===== src/rtl/stk_pkg.sv =====
package stk_pkg;

  localparam int unsigned WORD_BYTES = 4;
  localparam int unsigned WORD_SHIFT = 2;

  typedef enum logic [1:0] {
    OP_NOP  = 2'b00,
    OP_PUSH = 2'b01,
    OP_POP  = 2'b10,
    OP_ADD  = 2'b11
  } stk_op_e;

  typedef enum logic [2:0] {
    ST_IDLE,
    ST_FETCH,
    ST_LOAD,
    ST_STORE,
    ST_SUM,
    ST_NOP,
    ST_OVF,
    ST_UNF
  } stk_state_e;

endpackage


===== src/rtl/stk_ptr.sv =====
module stk_ptr
  import stk_pkg::*;
#(
  parameter int unsigned DEPTH = 16
) (
  input  logic                         clk,
  input  logic                         rst_n,
  input  logic                         inc,
  input  logic                         dec,
  output logic [$clog2(DEPTH)-1:0]     top_idx,
  output logic [$clog2(DEPTH)-1:0]     below_idx,
  output logic [$clog2(DEPTH)-1:0]     up_idx,
  output logic [$clog2(DEPTH):0]       fill
);
  localparam int unsigned IDX_W = $clog2(DEPTH);
  localparam int unsigned CNT_W = IDX_W + 1;
  localparam int unsigned PTR_W = IDX_W + WORD_SHIFT + 1;
  localparam logic [PTR_W-1:0] SP_EMPTY = PTR_W'(0) - PTR_W'(WORD_BYTES);

  // byte offset of the top entry; one word below slot 0 when empty
  logic [PTR_W-1:0] sp_q;

  function automatic logic [PTR_W-1:0] step_up(input logic [PTR_W-1:0] s);
    return s + PTR_W'(WORD_BYTES);
  endfunction

  function automatic logic [PTR_W-1:0] step_dn(input logic [PTR_W-1:0] s);
    return s - PTR_W'(WORD_BYTES);
  endfunction

  function automatic logic [CNT_W-1:0] fill_of(input logic [PTR_W-1:0] s);
    logic [PTR_W-1:0] t;
    t = s + PTR_W'(WORD_BYTES);
    return t[PTR_W-1:WORD_SHIFT];
  endfunction

  always_ff @(posedge clk or negedge rst_n) begin
    if (!rst_n)   sp_q <= SP_EMPTY;
    else if (inc) sp_q <= step_up(sp_q);
    else if (dec) sp_q <= step_dn(sp_q);
  end

  assign top_idx   = sp_q[PTR_W-2:WORD_SHIFT];
  assign below_idx = top_idx - IDX_W'(1);
  assign up_idx    = top_idx + IDX_W'(1);
  assign fill      = fill_of(sp_q);

  // a push step adds exactly one entry
  a_r2_ptr_rise: assert property (@(posedge clk) disable iff (!rst_n)
    inc |=> fill == $past(fill) + CNT_W'(1));
  // a pop or add step removes exactly one entry
  a_r3_ptr_fall: assert property (@(posedge clk) disable iff (!rst_n)
    (dec && !inc) |=> fill == $past(fill) - CNT_W'(1));
  // the pointer never moves both ways in one cycle
  a_r4_single_move: assert property (@(posedge clk) disable iff (!rst_n)
    !(inc && dec));
  // the stack never holds more than its depth
  a_r6_fill_bound: assert property (@(posedge clk) disable iff (!rst_n)
    fill <= CNT_W'(DEPTH));

endmodule


===== src/rtl/stk_regs.sv =====
module stk_regs #(
  parameter int unsigned DEPTH  = 16,
  parameter int unsigned DATA_W = 32
) (
  input  logic                      clk,
  input  logic                      we,
  input  logic [$clog2(DEPTH)-1:0]  widx,
  input  logic [DATA_W-1:0]         wdata,
  input  logic [$clog2(DEPTH)-1:0]  ridx_a,
  input  logic [$clog2(DEPTH)-1:0]  ridx_b,
  output logic [DATA_W-1:0]         rdata_a,
  output logic [DATA_W-1:0]         rdata_b
);
  localparam int unsigned IDX_W = $clog2(DEPTH);

  logic [DATA_W-1:0] slot_q [DEPTH];

  always_ff @(posedge clk) begin
    for (int i = 0; i < DEPTH; i++) begin
      if (we && widx == IDX_W'(i)) slot_q[i] <= wdata;
    end
  end

  assign rdata_a = slot_q[ridx_a];
  assign rdata_b = slot_q[ridx_b];

endmodule


===== src/rtl/stk_seq.sv =====
module stk_seq
  import stk_pkg::*;
#(
  parameter int unsigned DEPTH = 16
) (
  input  logic                    clk,
  input  logic                    rst_n,
  input  logic                    start,
  input  stk_op_e                 op,
  input  logic [$clog2(DEPTH):0]  fill,
  output logic                    accept,
  output logic                    in_fetch,
  output logic                    in_load,
  output logic                    in_store,
  output logic                    in_sum,
  output logic                    done,
  output logic                    ovf_flag,
  output logic                    unf_flag
);
  localparam int unsigned CNT_W = $clog2(DEPTH) + 1;

  stk_state_e state_q, state_d;

  assign accept = start && (state_q == ST_IDLE);

  always_comb begin
    state_d = state_q;
    unique case (state_q)
      ST_IDLE: begin
        if (start) begin
          unique case (op)
            OP_PUSH: state_d = (fill == CNT_W'(DEPTH)) ? ST_OVF : ST_FETCH;
            OP_POP:  state_d = (fill == '0) ? ST_UNF : ST_STORE;
            OP_ADD:  state_d = (fill < CNT_W'(2)) ? ST_UNF : ST_SUM;
            default: state_d = ST_NOP;
          endcase
        end
      end
      ST_FETCH: state_d = ST_LOAD;
      default:  state_d = ST_IDLE;
    endcase
  end

  always_ff @(posedge clk or negedge rst_n) begin
    if (!rst_n) begin
      state_q  <= ST_IDLE;
      ovf_flag <= 1'b0;
      unf_flag <= 1'b0;
    end else begin
      state_q <= state_d;
      if (state_q == ST_OVF) ovf_flag <= 1'b1;
      if (state_q == ST_UNF) unf_flag <= 1'b1;
    end
  end

  assign in_fetch = (state_q == ST_FETCH);
  assign in_load  = (state_q == ST_LOAD);
  assign in_store = (state_q == ST_STORE);
  assign in_sum   = (state_q == ST_SUM);
  assign done     = (state_q != ST_IDLE) && (state_q != ST_FETCH);

  // completion lasts one cycle
  a_r8_done_pulse: assert property (@(posedge clk) disable iff (!rst_n)
    done |=> !done);
  // a read cycle always leads to the load cycle, whatever start does
  a_r9_busy_chain: assert property (@(posedge clk) disable iff (!rst_n)
    in_fetch |=> in_load);
  // the error flags are sticky
  a_r10_ovf_sticky: assert property (@(posedge clk) disable iff (!rst_n)
    ovf_flag |=> ovf_flag);
  a_r10_unf_sticky: assert property (@(posedge clk) disable iff (!rst_n)
    unf_flag |=> unf_flag);

endmodule


===== src/rtl/stk_core.sv =====
module stk_core
  import stk_pkg::*;
#(
  parameter int unsigned DEPTH  = 16,
  parameter int unsigned DATA_W = 32,
  parameter int unsigned ADDR_W = 8
) (
  input  logic              clk,
  input  logic              rst_n,
  input  logic              start,
  input  logic [1:0]        op,
  input  logic [ADDR_W-1:0] addr,
  output logic              done,
  output logic [ADDR_W-1:0] mem_addr,
  output logic              mem_rd,
  output logic              mem_wr,
  output logic [DATA_W-1:0] mem_wdata,
  input  logic [DATA_W-1:0] mem_rdata,
  output logic              overflow,
  output logic              underflow
);
  localparam int unsigned IDX_W = $clog2(DEPTH);
  localparam int unsigned CNT_W = IDX_W + 1;

  function automatic logic [DATA_W-1:0] wrap_sum(input logic [DATA_W-1:0] a,
                                                 input logic [DATA_W-1:0] b);
    return a + b;
  endfunction

  logic              accept, in_fetch, in_load, in_store, in_sum;
  logic [IDX_W-1:0]  top_idx, below_idx, up_idx;
  logic [CNT_W-1:0]  fill;
  logic [DATA_W-1:0] top_val, below_val;
  logic [ADDR_W-1:0] addr_q;
  logic              slot_we;
  logic [IDX_W-1:0]  slot_idx;
  logic [DATA_W-1:0] slot_data;

  stk_seq #(.DEPTH(DEPTH)) u_seq (
    .clk      (clk),
    .rst_n    (rst_n),
    .start    (start),
    .op       (stk_op_e'(op)),
    .fill     (fill),
    .accept   (accept),
    .in_fetch (in_fetch),
    .in_load  (in_load),
    .in_store (in_store),
    .in_sum   (in_sum),
    .done     (done),
    .ovf_flag (overflow),
    .unf_flag (underflow)
  );

  stk_ptr #(.DEPTH(DEPTH)) u_ptr (
    .clk       (clk),
    .rst_n     (rst_n),
    .inc       (in_load),
    .dec       (in_store | in_sum),
    .top_idx   (top_idx),
    .below_idx (below_idx),
    .up_idx    (up_idx),
    .fill      (fill)
  );

  assign slot_we   = in_load | in_sum;
  assign slot_idx  = in_load ? up_idx : below_idx;
  assign slot_data = in_load ? mem_rdata : wrap_sum(top_val, below_val);

  stk_regs #(.DEPTH(DEPTH), .DATA_W(DATA_W)) u_regs (
    .clk     (clk),
    .we      (slot_we),
    .widx    (slot_idx),
    .wdata   (slot_data),
    .ridx_a  (top_idx),
    .ridx_b  (below_idx),
    .rdata_a (top_val),
    .rdata_b (below_val)
  );

  always_ff @(posedge clk or negedge rst_n) begin
    if (!rst_n)      addr_q <= '0;
    else if (accept) addr_q <= addr;
  end

  assign mem_addr  = addr_q;
  assign mem_rd    = in_fetch;
  assign mem_wr    = in_store;
  assign mem_wdata = top_val;

  // the memory strobes never overlap
  a_r11_port_excl: assert property (@(posedge clk) disable iff (!rst_n)
    !(mem_rd && mem_wr));
  // read data is consumed exactly one cycle after the read strobe
  a_r2_read_latency: assert property (@(posedge clk) disable iff (!rst_n)
    mem_rd |=> (done && !mem_rd));
  // a push onto a full stack raises no read
  a_r6_full_noread: assert property (@(posedge clk) disable iff (!rst_n)
    (accept && op == OP_PUSH && fill == CNT_W'(DEPTH)) |=> (!mem_rd && done));
  // a pop on an empty stack raises no write
  a_r7_empty_nowrite: assert property (@(posedge clk) disable iff (!rst_n)
    (accept && op == OP_POP && fill == '0) |=> (!mem_wr && done));

endmodule


===== config.mk =====
export PLATFORM = sky130hd
export DESIGN_NAME = stk_core
export DESIGN_NICKNAME = d
export VERILOG_FILES = /design/src/rtl/stk_pkg.sv /design/src/rtl/stk_ptr.sv /design/src/rtl/stk_regs.sv /design/src/rtl/stk_seq.sv /design/src/rtl/stk_core.sv
export SDC_FILE = /design/constraint.sdc
export NUM_CORES = 1
export LEC_CHECK = 0
export ABC_CLOCK_PERIOD_IN_PS = 10300
export BUFFER_PORTS_ARGS = -buffer_cell sky130_fd_sc_hd__buf_2
export CORE_MARGIN = 10
export CORE_UTILIZATION = 35
export CTS_BUF_LIST = sky130_fd_sc_hd__clkbuf_4 sky130_fd_sc_hd__clkbuf_8
export DETAILED_ROUTE_END_ITERATION = 8
export GPL_TIMING_DRIVEN = 0
export PLACE_DENSITY_LB_ADDON = 0.05
export SYNTH_ARGS = -nofsm -noshare
export SYNTH_HDL_FRONTEND = slang
export SYNTH_SLANG_ARGS = --single-unit

===== constraint.sdc =====
create_clock -name clk -period 10.3 [get_ports clk]
set_input_delay 0.515 -clock clk [delete_from_list [all_inputs] [get_ports clk]]
set_output_delay 0.515 -clock clk [all_outputs]
set_load 0.01 [all_outputs]

### After elaboration in Yosys (flattened, before gate mapping)

Memory sizes are Yosys's and may differ from the RTL's.
Index checks and enable logic that the tools add are counted.

* register bits after elaboration: 20
* memory bits (writable): 512
* output and inout bits: 45
* logic and storage cells: 166
* memories kept: 1

* add/sub/neg operators: 5
* order comparisons: 1
* equal/unequal tests: 27
* multiplexer cells: 87
* bitwise operators: 2
* reduce and logical (&&, ||, !) cells: 38

Memories
* u_regs.slot_q: depth 16, bits a word 32, rd ports 2, clocked after Yosys merged registers in 0, wr ports 1, line stk_regs.sv:16 `logic [DATA_W-1:0] slot_q [DEPTH];`

Operators by type and width (count)
* $mux W32: 16
* $reduce_or A32 Y1: 15
* $mux W4: 16
* $mux W1: 47
* $add A32 B32 Y32: 1
* $eq A4 B4 Y1 const B: 8
* $logic_and A1 B1 Y1: 18
* $eq A4 B3 Y1 const B: 4
* $mux W7: 2
* $eq A3 B3 Y1 const B: 3
* $mux W3: 3
* $pmux W3 S3: 1
* $eq A4 B2 Y1 const B: 2
* $add A7 B3 Y7 const B: 1
* $sub A7 B3 Y7 const B: 1
* $eq A3 B2 Y1 const B: 2
* $pmux W3 S2: 1
* $eq A5 B5 Y1 const B: 1
* $logic_not A5 Y1: 1
* $lt A5 B2 Y1 const B: 1
* $add A4 B1 Y4 const B: 1
* $eq A2 B2 Y1 const B: 2
* $eq A4 B1 Y1 const B: 1
* $logic_not A4 Y1: 1
* 10 further kinds: 11

### Logic depth before layout (Yosys ltp)

Gate-level depths: netlist (run 1).

* word-level depth: 22
* gate-level depth with buffers: 30
* gate-level depth less buffers: 18

### Hierarchy

From an unflattened synthesis (run 1), not the netlist that was laid out.

* cell total of the unflattened synthesis: 1511
* area, all modules: 26197.6 um^2

Modules (own cells, without submodules)
* stk_regs: instances 1, cells an instance 1077, area each 22923.2 um^2, seq. area each 15374.7 um^2
* stk_core: instances 1, cells an instance 358, area each 2523.7 um^2, seq. area each 200.2 um^2
* stk_ptr: instances 1, cells an instance 46, area each 447.9 um^2, seq. area each 131.4 um^2
* stk_seq: instances 1, cells an instance 30, area each 302.8 um^2, seq. area each 125.1 um^2

### Worst setup path after synthesis (run 1)

No wires, ideal clock.

* path type: flip-flop to flip-flop
* from: register u_ptr.sp_q[2]
* to: memory u_regs.slot_q[0][14], data pin
* setup time: 0.392 ns
* arrival: 7.707 ns
* slack: 2.201 ns
* stages on the path, launching flop included: 28
* buffers on the path: 12
* cell sequence: dfstp_2 -> buf_4 -> buf_12 -> buf_12 -> buf_2 -> buf_2 -> buf_2 -> buf_1 -> inv_1 -> ha_1 -> clkbuf_1 -> buf_2 -> buf_1 -> clkbuf_1 -> clkbuf_1 -> mux4_2 -> mux4_2 -> ha_1 -> inv_1 -> fa_1 -> nor2b_1 -> o21ai_0 -> a21boi_0 -> o31a_1 -> o31a_1 -> o31ai_2 -> a21oi_4 -> o41ai_1

* elaborated cells on any way between the ends: 91

RTL lines
* start: declaration: line stk_ptr.sv:21 `logic [PTR_W-1:0] sp_q;`
* start signal: assignment: line stk_ptr.sv:39 `else if (inc) sp_q <= step_up(sp_q);`
* start signal: assignment: line stk_ptr.sv:40 `else if (dec) sp_q <= step_dn(sp_q);`
* $sub A4 B1 Y4: line stk_ptr.sv:44 `assign below_idx = top_idx - IDX_W'(1);`
* $mem_v2 Z16 W32 (*)
* $add A32 B32 Y32 (*): line stk_core.sv:27 `return a + b;`
* $mux W32 (*): line stk_core.sv:68 `assign slot_data = in_load ? mem_rdata : wrap_sum(top_val, below_val);`
* via slot_data[14]: line stk_core.sv:37 `logic [DATA_W-1:0] slot_data;`
* $mux W32 (no line) (14 in a row)
* $mux W32 (no line) (*)
* end: declaration: line stk_regs.sv:16

Mark *: on every way through the listed nets, which the timed path passes. The rest lies on a longest branch.

### Final worst setup path (run 1)

* from: register u_ptr.sp_q[2]
* to: memory u_regs.slot_q[8][31], data pin

The elaborated chain is that of the path after synthesis.

==> results_tabular.tex, run 1 <==
\begin{tabular}{lr}
\hline
Metric & Value \\
\hline
\multicolumn{2}{l}{\textbf{Logic synthesis}} \\
\quad Most instantiated flip-flop cell in the synthesis netlist & sky130\_fd\_sc\_hd\_\_edfxtp\_1 \\
\quad Largest cells by area after synthesis & sky130\_fd\_sc\_hd\_\_edfxtp\_1 (59\%), sky130\_fd\_sc\_hd\_\_mux4\_2 (25\%), sky130\_fd\_sc\_hd\_\_mux4\_1 (2.4\%), sky130\_fd\_sc\_hd\_\_ha\_1 (1.5\%), sky130\_fd\_sc\_hd\_\_dfrtp\_1 (1.2\%) \\
\quad Synthesized area per cell & 19.61 µm² \\
\quad Multiplexer area fraction after synthesis & 28.83\% \\
\quad Share of async-settable or async-resettable flops after synthesis & 3.396\% \\
\quad Portion of synthesized cell area occupied by the leading cell type & 58.63\% \\
\quad Synthesized-area fraction occupied by and/or/nand/nor cells & 2.729\% \\
\quad Post-synthesis sequential element count & 530 \\
\quad Distinct cell type count after synthesis & 64 \\
\quad Post-Syn Nets & 1415 \\
\quad Gate Count Post-Synth & 1337 \\
\quad Cell area after synthesis & 26220 µm² \\
\quad Xor/xnor share of the synthesized area & 1.260\% \\
\quad Number of synthesized flops with an enable pin & 512 \\
\quad Synth Warn \# & 0 \\
\quad Arithmetic-cell share of the synthesized area counting full adders, half adders and majority gates & 1.646\% \\
\quad Main combinational cell family by area after synthesis & multiplexers \\
\quad Compound-Gate Fraction of Synth Area & 3.431\% \\
\quad Cell taking the most area after synthesis & sky130\_fd\_sc\_hd\_\_edfxtp\_1 \\
\quad Sequential fraction of the synthesis area & 60.38\% \\
\multicolumn{2}{l}{\textbf{Global route}} \\
\quad Via count of the first global-routing pass & 16140 \\
\quad Total GRT Usage & 21.51\% \\
\quad Met2 track demand over resource & 34.72\% \\
\quad Wire length of the first global-routing pass & 128100 µm \\
\quad Met1 Track Usage GR & 29.47\% \\
\quad Busiest metal layer after global routing & met2 \\
\quad M3 GR Usage & 4.781\% \\
\quad Overflow left after global routing & 0 \\
\quad Initial antenna violation count & 4 \\
\quad Maximum number of pins on one net before global-route repair & 20 \\
\multicolumn{2}{l}{\textbf{Drt}} \\
\quad Total wirelength of the detailed-routed design & 93270 µm \\
\quad DRT iter0 DRCs & 1730 \\
\quad Iteration count of the initial detailed-routing pass & 5 \\
\quad Number of vias per cell & 6.017 \\
\quad Routed Antenna Nets & 0 \\
\quad Routed via count & 15700 \\
\quad Drt wl/cell & 35.74 µm \\
\quad \# DRC & 0 \\
\multicolumn{2}{l}{\textbf{Placement}} \\
\quad Worst slack, placed & -2012 ps \\
\quad Count of input and output buffers & 89 \\
\quad Half-perimeter wire length after detailed placement & 62990 µm \\
\quad Weighted congestion at the end of routability-driven global placement & 0.7832 \\
\multicolumn{2}{l}{\textbf{Worst setup path}} \\
\quad Worst Path Max Fanout & 19 \\
\quad Critical path start-end classification & reg2reg \\
\quad Critical path arrival & 10180 ps \\
\quad Critical Path End Type & flip-flop \\
\quad Kind of start point of the critical path & flip-flop \\
\quad Required time of the critical path & 10780 ps \\
\multicolumn{2}{l}{\textbf{Timing}} \\
\quad Count of final hold-check violations & 0 \\
\quad Tmin final & 9698 ps \\
\quad Final setup skew & 43.91 ps \\
\quad Final WS setup & 601.9 ps \\
\quad Setup-failing EPs final & 0 \\
\quad Achievable clock frequency & 103.1 MHz \\
\quad Slew at the pin with the worst max-slew slack & 1435 ps \\
\quad Count of pins over their slew limit & 0 \\
\quad Setup repair after global routing missed its margin & no \\
\quad Fraction of the cycle the final worst path needs & 94.16\% \\
\quad Worst-case hold slack & 60.36 ps \\
\quad Headroom to the max-slew limit & 4.326\% \\
\multicolumn{2}{l}{\textbf{Clocking}} \\
\quad Cell at the root of the clock tree & sky130\_fd\_sc\_hd\_\_clkbuf\_8 \\
\quad Clock Sinks & 530 \\
\quad Clock tree from TritonCTS & built \\
\quad Clock-pin slew on the worst setup and hold paths & 60 ps \\
\quad Clock latency of the later-clocked register in the worst-skew pair & 720 ps \\
\quad H-tree level count & 3 \\
\quad Number of buffers created by CTS & 96 \\
\quad CTS max path bufs & 3 \\
\multicolumn{2}{l}{\textbf{Final layout}} \\
\quad NumNets Final & 1643 \\
\quad Post-synthesis to final-layout area growth & 18.41\% \\
\quad Most frequent cells in the layout & sky130\_fd\_sc\_hd\_\_edfxtp\_1 (512), sky130\_fd\_sc\_hd\_\_mux4\_2 (294), sky130\_fd\_sc\_hd\_\_buf\_2 (106), sky130\_fd\_sc\_hd\_\_clkbuf\_8 (97), sky130\_fd\_sc\_hd\_\_nand2\_1 (48) \\
\quad Fraction of final layout cells with drive strength greater than 1 & 42.07\% \\
\quad Most common library cell in the layout ignoring fill and taps & sky130\_fd\_sc\_hd\_\_edfxtp\_1 \\
\multicolumn{2}{l}{\textbf{Min path}} \\
\quad Min-delay worst type & in2reg \\
\multicolumn{2}{l}{\textbf{Floorplan}} \\
\quad Initial Utilization & 35.28\% \\
\quad Std-Cell Core Area & 74320 µm² \\
\quad Number of standard-cell rows in the floorplan & 100 \\
\quad Area enclosed by the die boundary & 86270 µm² \\
\quad I/O pin count & 90 \\
\quad Horizontal die dimension & 293.7 µm \\
\quad Height of the die & 293.7 µm \\
\multicolumn{2}{l}{\textbf{Status}} \\
\quad Outcome & completed \\
\multicolumn{2}{l}{\textbf{Flow run}} \\
\quad Maximum capacitance violations & 0 \\
\hline
\end{tabular}
## cells in the mapped netlist, drive strengths merged, types with 4 or more instances
library cell  number
o21a               6
mux4             318
nor2b             11
nor3b              5
inv               17
nand2             49
xnor2             22
nand3             12
nand4              4
dfstp              5
nor2              56
a21oi             39
dfrtp             13
edfxtp           512
xor2              14
clkbuf            44
mux2i             17
a21o              23
o21ai             27
o31ai              7
buf               41
mux2              11
and3               5
ha                32
nand2b             7
## worst max-delay path: stages, from the launching register on
cell and delay (ps):
sky130_fd_sc_hd__dfstp_2 590, sky130_fd_sc_hd__buf_4 270, sky130_fd_sc_hd__buf_12 190, sky130_fd_sc_hd__buf_12 160, sky130_fd_sc_hd__buf_2 290, sky130_fd_sc_hd__buf_2 390
sky130_fd_sc_hd__clkbuf_4 420, sky130_fd_sc_hd__clkdlybuf4s15_2 540, sky130_fd_sc_hd__inv_1 150, sky130_fd_sc_hd__ha_1 300, sky130_fd_sc_hd__clkbuf_1 400, sky130_fd_sc_hd__buf_4 400
sky130_fd_sc_hd__clkbuf_2 350, sky130_fd_sc_hd__clkbuf_2 500, sky130_fd_sc_hd__mux4_2 400, sky130_fd_sc_hd__mux4_2 460, sky130_fd_sc_hd__ha_1 300, sky130_fd_sc_hd__a21o_1 230
sky130_fd_sc_hd__a2111oi_0 680, sky130_fd_sc_hd__nor2b_1 290, sky130_fd_sc_hd__o221a_1 320, sky130_fd_sc_hd__o211ai_2 250, sky130_fd_sc_hd__a211oi_1 160, sky130_fd_sc_hd__o21ai_2 190
sky130_fd_sc_hd__o21ai_2 140, sky130_fd_sc_hd__a221oi_4 480, sky130_fd_sc_hd__xnor2_1 190, sky130_fd_sc_hd__a21oi_4 370
## final timing paths
kind / start / end / slack (ps) / cells after the start
min in group asynchronous: rst_n / mem_addr[3]$_DFFE_PN0P_ / 300 / 2
min: addr[1] / mem_addr[1]$_DFFE_PN0P_ / 60 / 2
max in group asynchronous: rst_n / u_ptr.sp_q[2]$_DFFE_PN1P_ / 9660 / 2
min reg2reg: u_seq.unf_flag$_DFFE_PN0N_ / u_seq.unf_flag$_DFFE_PN0N_ / 460 / 1
max reg2reg: u_ptr.sp_q[2]$_DFFE_PN1P_ / u_regs.slot_q[8][31]$_DFFE_PP_ / 600 / 27
max: u_ptr.sp_q[2]$_DFFE_PN1P_ / u_regs.slot_q[8][31]$_DFFE_PP_ / 600 / 27
## through the flow
stage                     cell area [µm²]  cells   TNS, ps  util, %
after global placement              27880   2395  -1336690    37.51
final                               31050   2610         0    41.78
after floorplan                     26220   1337         0        -
after detailed placement            28840   2434   -530440    38.80
after CTS                           30990   2609         0    41.70
after global routing                31050   2610         0    41.78
## flip-flops by register name, summed over array words and instances (netlist names)
name            flops
u_regs.slot_q     512
u_ptr.sp_q          5
u_seq.unf_flag      1
u_seq.state_q       3
u_seq.ovf_flag      1
mem_addr            8
## cells by family (layout without fill, tap and decap cells)
group	count (synthesis)	after routing
other	0	1
buffers and inverters	102	405
adders and majority gates	34	34
xor gates and xnor gates	36	36
AOI/OAI and AO/OA	131	131
muxes	346	346
and+or+nand+nor	158	158
DFF	530	530
## final cells by class
class,instances,area [µm²]
Timing Repair Buffer,131,1282
Buffer,84,432.9
Tap cell,969,1212
Sequential cell,530,15830
Antenna cell,1,2.502
Clock inverter,45,505.5
Clock buffer,128,1568
Fill cell,6672,43270
Inverter,17,63.81
Multi-Input combinational cell,705,10150
## what timing repair did
| item | CTS | global route |
|---|---|---|
| hold buffers | 3 | 0 |
| setup endpoints to repair | 400 | 226 |
| hold endpoints to repair | 15 | 0 |
| setup buffers | 0 | 0 |
| pin swaps | 0 | 0 |
| resized for setup | 25 | 13 |
## per-layer routing
metal,up-vias,share of wire (%)
li1,6236,-
met1,8597,42
met2,760,48
met3,111,8.0
met4,0,1.9
met5,-,0
Power of run 1 is not shown: default switching activity piles up to over one toggle a cycle in this logic, so the estimate is an artifact.
==> inputs of run 2 (changes only) <==
ABC_CLOCK_PERIOD_IN_PS = 8200   (was 10300)
BUFFER_PORTS_ARGS = not set   (was -buffer_cell sky130_fd_sc_hd__buf_2)
DONT_BUFFER_PORTS = 1   (was not set)
clock period = 8.2 ns   (was 10.3 ns; I/O delays follow)
==> run 2 against run 1 <==
Against the previous run: setup slack lost 200 ps; wire length grew 0.58%; non-clock buffer count shrank 78.
==> results_tabular.tex, run 2 (synthesized netlist as in run 1, its figures left out) <==
\begin{tabular}{lr}
\hline
Metric & Value \\
\hline
\multicolumn{2}{l}{\textbf{Drt}} \\
\quad DRT iter0 DRCs & 1684 (was 1730) \\
\quad Number of vias per cell & 6.081 (was 6.017) \\
\quad Routed Antenna Nets & 0 (unchanged) \\
\quad Total wirelength of the detailed-routed design & 93810 µm (was 93270 µm) \\
\quad Routed via count & 15400 (was 15700) \\
\quad Iteration count of the initial detailed-routing pass & 5 (unchanged) \\
\quad Drt wl/cell & 37.04 µm (was 35.74 µm) \\
\quad \# DRC & 0 (unchanged) \\
\multicolumn{2}{l}{\textbf{Worst setup path}} \\
\quad Worst Path Max Fanout & 28 (was 19) \\
\quad Ordered cell list for the critical path & buf\_6, buf\_12, buf\_12, buf\_8, buf\_6, inv\_1, ha\_2, xnor2\_2, buf\_4, buf\_1, mux4\_2, ha\_1, a21o\_1, a21o\_1, a21oi\_1, nor2b\_1, o21a\_1, o21ai\_0, nand2b\_1, a21oi\_1, o211ai\_1, xnor2\_1, o21ai\_4, buf\_12 \\
\quad Critical Path End Type & flip-flop (unchanged) \\
\quad Cell mode on critical path & sky130\_fd\_sc\_hd\_\_buf\_12 \\
\quad Critical path arrival & 8220 ps (was 10180 ps) \\
\quad Kind of start point of the critical path & flip-flop (unchanged) \\
\quad Reg2reg start & u\_ptr.sp\_q[2]\$\_DFFE\_PN1P\_ (unchanged) \\
\quad Bufs and invs on worst path & 9 (was 12) \\
\quad Setup slack of the worst register-to-register path & 410 ps (was 600 ps) \\
\quad Worst setup startpoint & u\_ptr.sp\_q[2]\$\_DFFE\_PN1P\_ (unchanged) \\
\quad Cell type of the slowest stage on the worst timing path & sky130\_fd\_sc\_hd\_\_buf\_1 (was sky130\_fd\_sc\_hd\_\_a2111oi\_0) \\
\quad Cell class contributing the biggest share of worst-path delay & buffers and inverters (unchanged) \\
\quad Critical path start-end classification & reg2reg (unchanged) \\
\quad Required time of the critical path & 8630 ps (was 10780 ps) \\
\quad Highest cell delay on the worst timing path & 1050 ps (was 680 ps) \\
\multicolumn{2}{l}{\textbf{Timing}} \\
\quad Count of pins over their slew limit & 0 (unchanged) \\
\quad Tmin final & 7793 ps (was 9698 ps) \\
\quad Achievable clock frequency & 128.3 MHz (was 103.1 MHz) \\
\quad Final setup skew & 31.01 ps (was 43.91 ps) \\
\quad Setup-failing EPs final & 0 (unchanged) \\
\quad Setup repair after global routing missed its margin & no (unchanged) \\
\quad Count of final hold-check violations & 0 (unchanged) \\
\quad Fraction of the cycle the final worst path needs & 95.04\% (was 94.16\%) \\
\quad Headroom to the max-slew limit & 1.097\% (was 4.326\%) \\
\quad Slew at the pin with the worst max-slew slack & 1484 ps (was 1435 ps) \\
\quad Worst-case hold slack & 126.1 ps (was 60.36 ps) \\
\multicolumn{2}{l}{\textbf{Global route}} \\
\quad Maximum number of pins on one net before global-route repair & 20 (unchanged) \\
\quad Wire length of the first global-routing pass & 129700 µm (was 128100 µm) \\
\quad Overflow left after global routing & 0 (unchanged) \\
\quad Initial antenna violation count & 4 (unchanged) \\
\quad Total GRT Usage & 21.77\% (was 21.51\%) \\
\quad Via count of the first global-routing pass & 15960 (was 16140) \\
\multicolumn{2}{l}{\textbf{Clocking}} \\
\quad CTS max path bufs & 3 (unchanged) \\
\quad H-tree level count & 3 (unchanged) \\
\quad Number of buffers created by CTS & 95 (was 96) \\
\quad Cell at the root of the clock tree & sky130\_fd\_sc\_hd\_\_clkbuf\_8 (unchanged) \\
\quad Clock Sinks & 530 (unchanged) \\
\quad Clock-pin slew on the worst setup and hold paths & 60 ps (about the same) \\
\quad Clock tree from TritonCTS & built (unchanged) \\
\quad Clock latency of the later-clocked register in the worst-skew pair & 700 ps (was 720 ps) \\
\multicolumn{2}{l}{\textbf{Floorplan}} \\
\quad Std-Cell Core Area & 74320 µm² (unchanged) \\
\quad I/O pin count & 90 (unchanged) \\
\quad Number of standard-cell rows in the floorplan & 100 (unchanged) \\
\quad Horizontal die dimension & 293.7 µm (unchanged) \\
\quad Area enclosed by the die boundary & 86270 µm² (unchanged) \\
\quad Height of the die & 293.7 µm (unchanged) \\
\quad Initial Utilization & 35.28\% (unchanged) \\
\multicolumn{2}{l}{\textbf{Final layout}} \\
\quad Final instance area & 30720 µm² (was 31050 µm²) \\
\quad Most common library cell in the layout ignoring fill and taps & sky130\_fd\_sc\_hd\_\_edfxtp\_1 (unchanged) \\
\quad Number of flip-flops in the largest register & 512 (unchanged) \\
\quad Fraction of final layout cells with drive strength greater than 1 & 39.29\% (was 42.07\%) \\
\quad Most frequent cells in the layout & sky130\_fd\_sc\_hd\_\_edfxtp\_1 (512), sky130\_fd\_sc\_hd\_\_mux4\_2 (294), sky130\_fd\_sc\_hd\_\_clkbuf\_8 (103), sky130\_fd\_sc\_hd\_\_nand2\_1 (48), sky130\_fd\_sc\_hd\_\_nor2\_1 (38) (was sky130\_fd\_sc\_hd\_\_edfxtp\_1 (512), sky130\_fd\_sc\_hd\_\_mux4\_2 (294), sky130\_fd\_sc\_hd\_\_buf\_2 (106), sky130\_fd\_sc\_hd\_\_clkbuf\_8 (97), sky130\_fd\_sc\_hd\_\_nand2\_1 (48)) \\
\quad NumNets Final & 1564 (was 1643) \\
\quad Final cell count without fillers & 2533 (was 2610) \\
\quad Post-synthesis to final-layout area growth & 17.17\% (was 18.41\%) \\
\quad Largest register by flop count & u\_regs.slot\_q (unchanged) \\
\multicolumn{2}{l}{\textbf{Flow run}} \\
\quad Maximum capacitance violations & 0 (unchanged) \\
\multicolumn{2}{l}{\textbf{Placement}} \\
\quad Weighted congestion at the end of routability-driven global placement & 0.7844 (was 0.7832) \\
\quad Half-perimeter wire length after detailed placement & 62750 µm (was 62990 µm) \\
\quad Count of input and output buffers & 0 (was 89) \\
\quad DP Cell Count & 2345 (was 2434) \\
\quad Area of placed instances & 28390 µm² (was 28840 µm²) \\
\multicolumn{2}{l}{\textbf{Min path}} \\
\quad Min-delay worst type & in2reg (unchanged) \\
\quad Hold wc startpoint & op[0] (was addr[1]) \\
\multicolumn{2}{l}{\textbf{Status}} \\
\quad Outcome & completed (unchanged) \\
\hline
\end{tabular}
-- run 2: area by class of cell --
cell class,count,area (µm²)
Fill cell,6679,43600
Sequential cell,530,15830
Multi-Input combinational cell,705,10260
Clock buffer,128,1580
Tap cell,969,1212
Timing Repair Buffer,56,1002
Buffer,81,504.2
Clock inverter,43,262.8
Inverter,17,63.81
Antenna cell,4,10.01
-- run 2: path summary, 6_finish.rpt --
kind | end | cells after the start
max in group asynchronous | mem_addr[6]$_DFFE_PN0P_ | 1
worst min register to register | u_seq.ovf_flag$_DFFE_PN0N_ | 1
worst max register to register | u_regs.slot_q[2][30]$_DFFE_PP_ | 24
worst max-delay path | u_regs.slot_q[2][30]$_DFFE_PP_ | 24
min in group asynchronous | u_seq.state_q[0]$_DFFE_PN0P_ | 1
worst min-delay path | u_seq.state_q[1]$_DFFE_PN0P_ | 3
-- run 2: metal layers --
metal | vias up | part of all wire, % | track usage, %
met5 | - | 0.011 | 0
met4 | 2 | 1.9 | 5.316
met3 | 119 | 7.6 | 5.701
met2 | 694 | 47 | 34.54
met1 | 8509 | 43 | 29.56
li1 | 6079 | - | -
-- run 2: stage by stage --
stage / setup TNS, ps / util, % / setup WS, ps
2_1_floorplan: 0 / - / 101.4
3_3_place_gp: -3545200 / 36.91 / -4841
3_5_place_dp: -1640060 / 38.20 / -4240
4_1_cts: 0 / 41.30 / 7.532
5_1_grt: 0 / 41.34 / 1.684
6_report: 0 / 41.34 / 406.9
-- run 2: timing repair --
| action | CTS | global route |
|---|---|---|
| pin swaps | 5 | 1 |
| setup buffers | 3 | 0 |
| endpoints found under the hold margin | 31 | 0 |
| gates resized for setup | 82 | 8 |
| hold buffers | 14 | 0 |
| endpoints found under the setup margin | 967 | 320 |
-- run 2: worst min-delay path, stage by stage --
cell                      delay [ps]
sky130_fd_sc_hd__nor3b_1         110
sky130_fd_sc_hd__a21oi_1         150
sky130_fd_sc_hd__o22ai_1          90
Power of run 2 is left out for the same reason.
==> inputs of run 3 (changes only) <==
CORE_MARGIN = 4   (was 10)
==> run 3 against run 2 <==
Against the previous run: the flow now finishes with violations (capacitance limit); die area decreased by 8.0%; setup slack got worse by 52 ps; flip-flop and latch count unchanged; sequential share of layout area decreased by 0.14 points; clock skew increased by 9.7 ps; critical path depth increased by 2; global-route usage increased by 1.8 points; largest cell class unchanged.
==> results_tabular.tex, run 3 (synthesized netlist as in run 1, its figures left out) <==
\begin{tabular}{lr}
\hline
Metric & Value \\
\hline
\multicolumn{2}{l}{\textbf{Status}} \\
\quad Failing checks & capacitance limit \\
\quad Outcome & finished, violations left (was completed) \\
\multicolumn{2}{l}{\textbf{Global route}} \\
\quad Initial antenna violation count & 8 (was 4) \\
\quad Via count of the first global-routing pass & 15860 (was 15960) \\
\quad Overflow left after global routing & 0 (unchanged) \\
\quad Maximum number of pins on one net before global-route repair & 20 (unchanged) \\
\quad Wire length of the first global-routing pass & 127600 µm (was 129700 µm) \\
\quad Total GRT Usage & 23.56\% (was 21.77\%) \\
\multicolumn{2}{l}{\textbf{Worst setup path}} \\
\quad Kind of start point of the critical path & flip-flop (unchanged) \\
\quad Worst Path Max Fanout & 19 (was 28) \\
\quad Critical path start-end classification & reg2reg (unchanged) \\
\quad Critical path arrival & 8280 ps (was 8220 ps) \\
\quad Required time of the critical path & 8640 ps (was 8630 ps) \\
\quad Critical Path End Type & flip-flop (unchanged) \\
\multicolumn{2}{l}{\textbf{Final layout}} \\
\quad Final cell count without fillers & 2540 (was 2533) \\
\quad Fraction of final layout cells with drive strength greater than 1 & 39.01\% (was 39.29\%) \\
\quad NumNets Final & 1576 (was 1564) \\
\quad Post-synthesis to final-layout area growth & 17.48\% (was 17.17\%) \\
\quad Most common library cell in the layout ignoring fill and taps & sky130\_fd\_sc\_hd\_\_edfxtp\_1 (unchanged) \\
\quad Number of flip-flops in the largest register & 512 (unchanged) \\
\quad Most frequent cells in the layout & sky130\_fd\_sc\_hd\_\_edfxtp\_1 (512), sky130\_fd\_sc\_hd\_\_mux4\_2 (294), sky130\_fd\_sc\_hd\_\_clkbuf\_8 (100), sky130\_fd\_sc\_hd\_\_nand2\_1 (48), sky130\_fd\_sc\_hd\_\_nor2\_1 (38) (was sky130\_fd\_sc\_hd\_\_edfxtp\_1 (512), sky130\_fd\_sc\_hd\_\_mux4\_2 (294), sky130\_fd\_sc\_hd\_\_clkbuf\_8 (103), sky130\_fd\_sc\_hd\_\_nand2\_1 (48), sky130\_fd\_sc\_hd\_\_nor2\_1 (38)) \\
\quad Largest register by flop count & u\_regs.slot\_q (unchanged) \\
\quad Number of filler cells placed in the layout & 6639 (was 6679) \\
\multicolumn{2}{l}{\textbf{Timing}} \\
\quad Final-layout setup total negative slack & 0 ps (unchanged) \\
\quad Tmin final & 7846 ps (was 7793 ps) \\
\quad Setup-failing EPs final & 0 (unchanged) \\
\quad Slew at the pin with the worst max-slew slack & 1497 ps (was 1484 ps) \\
\quad Count of pins over their slew limit & 0 (unchanged) \\
\quad Headroom to the max-slew limit & 0.2014\% (was 1.097\%) \\
\quad Setup repair after global routing missed its margin & no (unchanged) \\
\quad Achievable clock frequency & 127.5 MHz (was 128.3 MHz) \\
\quad Final setup skew & 40.75 ps (was 31.01 ps) \\
\quad Fraction of the cycle the final worst path needs & 95.68\% (was 95.04\%) \\
\quad Count of final hold-check violations & 0 (unchanged) \\
\multicolumn{2}{l}{\textbf{Floorplan}} \\
\quad Initial Utilization & 35.28\% (unchanged) \\
\quad Area enclosed by the die boundary & 79360 µm² (was 86270 µm²) \\
\quad Number of standard-cell rows in the floorplan & 100 (unchanged) \\
\quad Height of the die & 281.7 µm (was 293.7 µm) \\
\quad I/O pin count & 90 (unchanged) \\
\quad Horizontal die dimension & 281.7 µm (was 293.7 µm) \\
\quad Std-Cell Core Area & 74320 µm² (unchanged) \\
\multicolumn{2}{l}{\textbf{Clocking}} \\
\quad Clock tree from TritonCTS & built (unchanged) \\
\quad CTS max path bufs & 3 (unchanged) \\
\quad Clock Sinks & 530 (unchanged) \\
\quad Clock-pin slew on the worst setup and hold paths & 60 ps (about the same) \\
\quad Cell at the root of the clock tree & sky130\_fd\_sc\_hd\_\_clkbuf\_8 (unchanged) \\
\quad Clock latency of the later-clocked register in the worst-skew pair & 710 ps (was 700 ps) \\
\quad Number of buffers created by CTS & 96 (was 95) \\
\quad H-tree level count & 3 (unchanged) \\
\multicolumn{2}{l}{\textbf{Placement}} \\
\quad DP Cell Count & 2342 (was 2345) \\
\quad Weighted congestion at the end of routability-driven global placement & 0.7791 (was 0.7844) \\
\quad Half-perimeter wire length after detailed placement & 62810 µm (was 62750 µm) \\
\quad Count of input and output buffers & 0 (unchanged) \\
\multicolumn{2}{l}{\textbf{Drt}} \\
\quad DRT iter0 DRCs & 1611 (was 1684) \\
\quad Iteration count of the initial detailed-routing pass & 5 (unchanged) \\
\quad Number of vias per cell & 6.110 (was 6.081) \\
\quad Routed Antenna Nets & 0 (unchanged) \\
\quad \# DRC & 0 (unchanged) \\
\quad Drt wl/cell & 36.63 µm (was 37.04 µm) \\
\quad Routed via count & 15520 (was 15400) \\
\quad Total wirelength of the detailed-routed design & 93030 µm (was 93810 µm) \\
\multicolumn{2}{l}{\textbf{Min path}} \\
\quad Min-delay worst type & in2reg (unchanged) \\
\multicolumn{2}{l}{\textbf{Flow run}} \\
\quad Maximum capacitance violations & 1 (was 0) \\
\hline
\end{tabular}
[run 3: path summary, 6_finish.rpt]
path	from	end	slack, ps	depth (start not counted)
max	u_ptr.sp_q[2]$_DFFE_PN1P_	u_regs.slot_q[6][31]$_DFFE_PP_	350	26
max in group asynchronous	rst_n	u_seq.state_q[0]$_DFFE_PN0P_	7440	1
max reg2reg	u_ptr.sp_q[2]$_DFFE_PN1P_	u_regs.slot_q[6][31]$_DFFE_PP_	350	26
min	op[0]	u_seq.state_q[1]$_DFFE_PN0P_	90	3
min in group asynchronous	rst_n	u_seq.state_q[1]$_DFFE_PN0P_	250	1
min reg2reg	u_seq.ovf_flag$_DFFE_PN0N_	u_seq.ovf_flag$_DFFE_PN0N_	560	1
[run 3: worst max-delay path, stage by stage, from the launching register on]
cell and delay [ps]:
sky130_fd_sc_hd__dfstp_2 610, sky130_fd_sc_hd__buf_6 220, sky130_fd_sc_hd__buf_12 170, sky130_fd_sc_hd__buf_12 190
sky130_fd_sc_hd__buf_6 210, sky130_fd_sc_hd__buf_8 220, sky130_fd_sc_hd__buf_6 230, sky130_fd_sc_hd__inv_1 90
sky130_fd_sc_hd__ha_2 450, sky130_fd_sc_hd__buf_4 260, sky130_fd_sc_hd__buf_4 240, sky130_fd_sc_hd__clkbuf_2 530
sky130_fd_sc_hd__mux4_2 400, sky130_fd_sc_hd__mux4_2 500, sky130_fd_sc_hd__ha_1 300, sky130_fd_sc_hd__a21o_1 220
sky130_fd_sc_hd__a2111oi_2 460, sky130_fd_sc_hd__nor2b_2 170, sky130_fd_sc_hd__o221a_1 280, sky130_fd_sc_hd__o211ai_2 270
sky130_fd_sc_hd__a211oi_1 160, sky130_fd_sc_hd__o21ai_2 200, sky130_fd_sc_hd__o21ai_2 140, sky130_fd_sc_hd__a221oi_4 480
sky130_fd_sc_hd__xnor2_1 230, sky130_fd_sc_hd__a21oi_4 90, sky130_fd_sc_hd__buf_12 170
[run 3: stage by stage]
stage / utilization, % / hold WS, ps / worst slack (ps) / cell area, µm²
5_1_grt: 41.45 / 68.04 / 0.04086 / 30800
3_5_place_dp: 38.12 / 114.9 / -4163 / 28330
3_3_place_gp: 36.91 / 114.9 / -4950 / 27430
4_1_cts: 41.27 / 35.15 / 40.34 / 30670
6_report: 41.45 / 85.38 / 354.4 / 30800
2_1_floorplan: - / 114.4 / 101.4 / 26220
[run 3: what timing repair did]
item / CTS / global route
setup buffers: 11 / 2
hold endpoints to repair: 32 / 0
endpoints found under the setup margin: 1024 / 256
gates resized for setup: 77 / 20
pin swaps: 10 / 2
hold buffers: 14 / 0
[run 3: cell type report]
type	count	area, µm²	area share [%]
Sequential cell	530	15830	51.39
Multi-Input combinational cell	705	10260	33.32
Clock buffer	115	1470	4.773
Tap cell	969	1212	3.936
Timing Repair Buffer	65	1100	3.570
Buffer	83	526.8	1.710
Clock inverter	54	330.3	1.072
Inverter	17	63.81	0.2071
Antenna cell	2	5.005	0.01625
[run 3: routing by layer]
layer,global-route usage [%],share of wire (%)
met1,33.05,43
met4,5.986,2.6
met3,5.664,7.7
met2,37.37,47
met5,0,0.052
Power of run 3 is left out for the same reason.
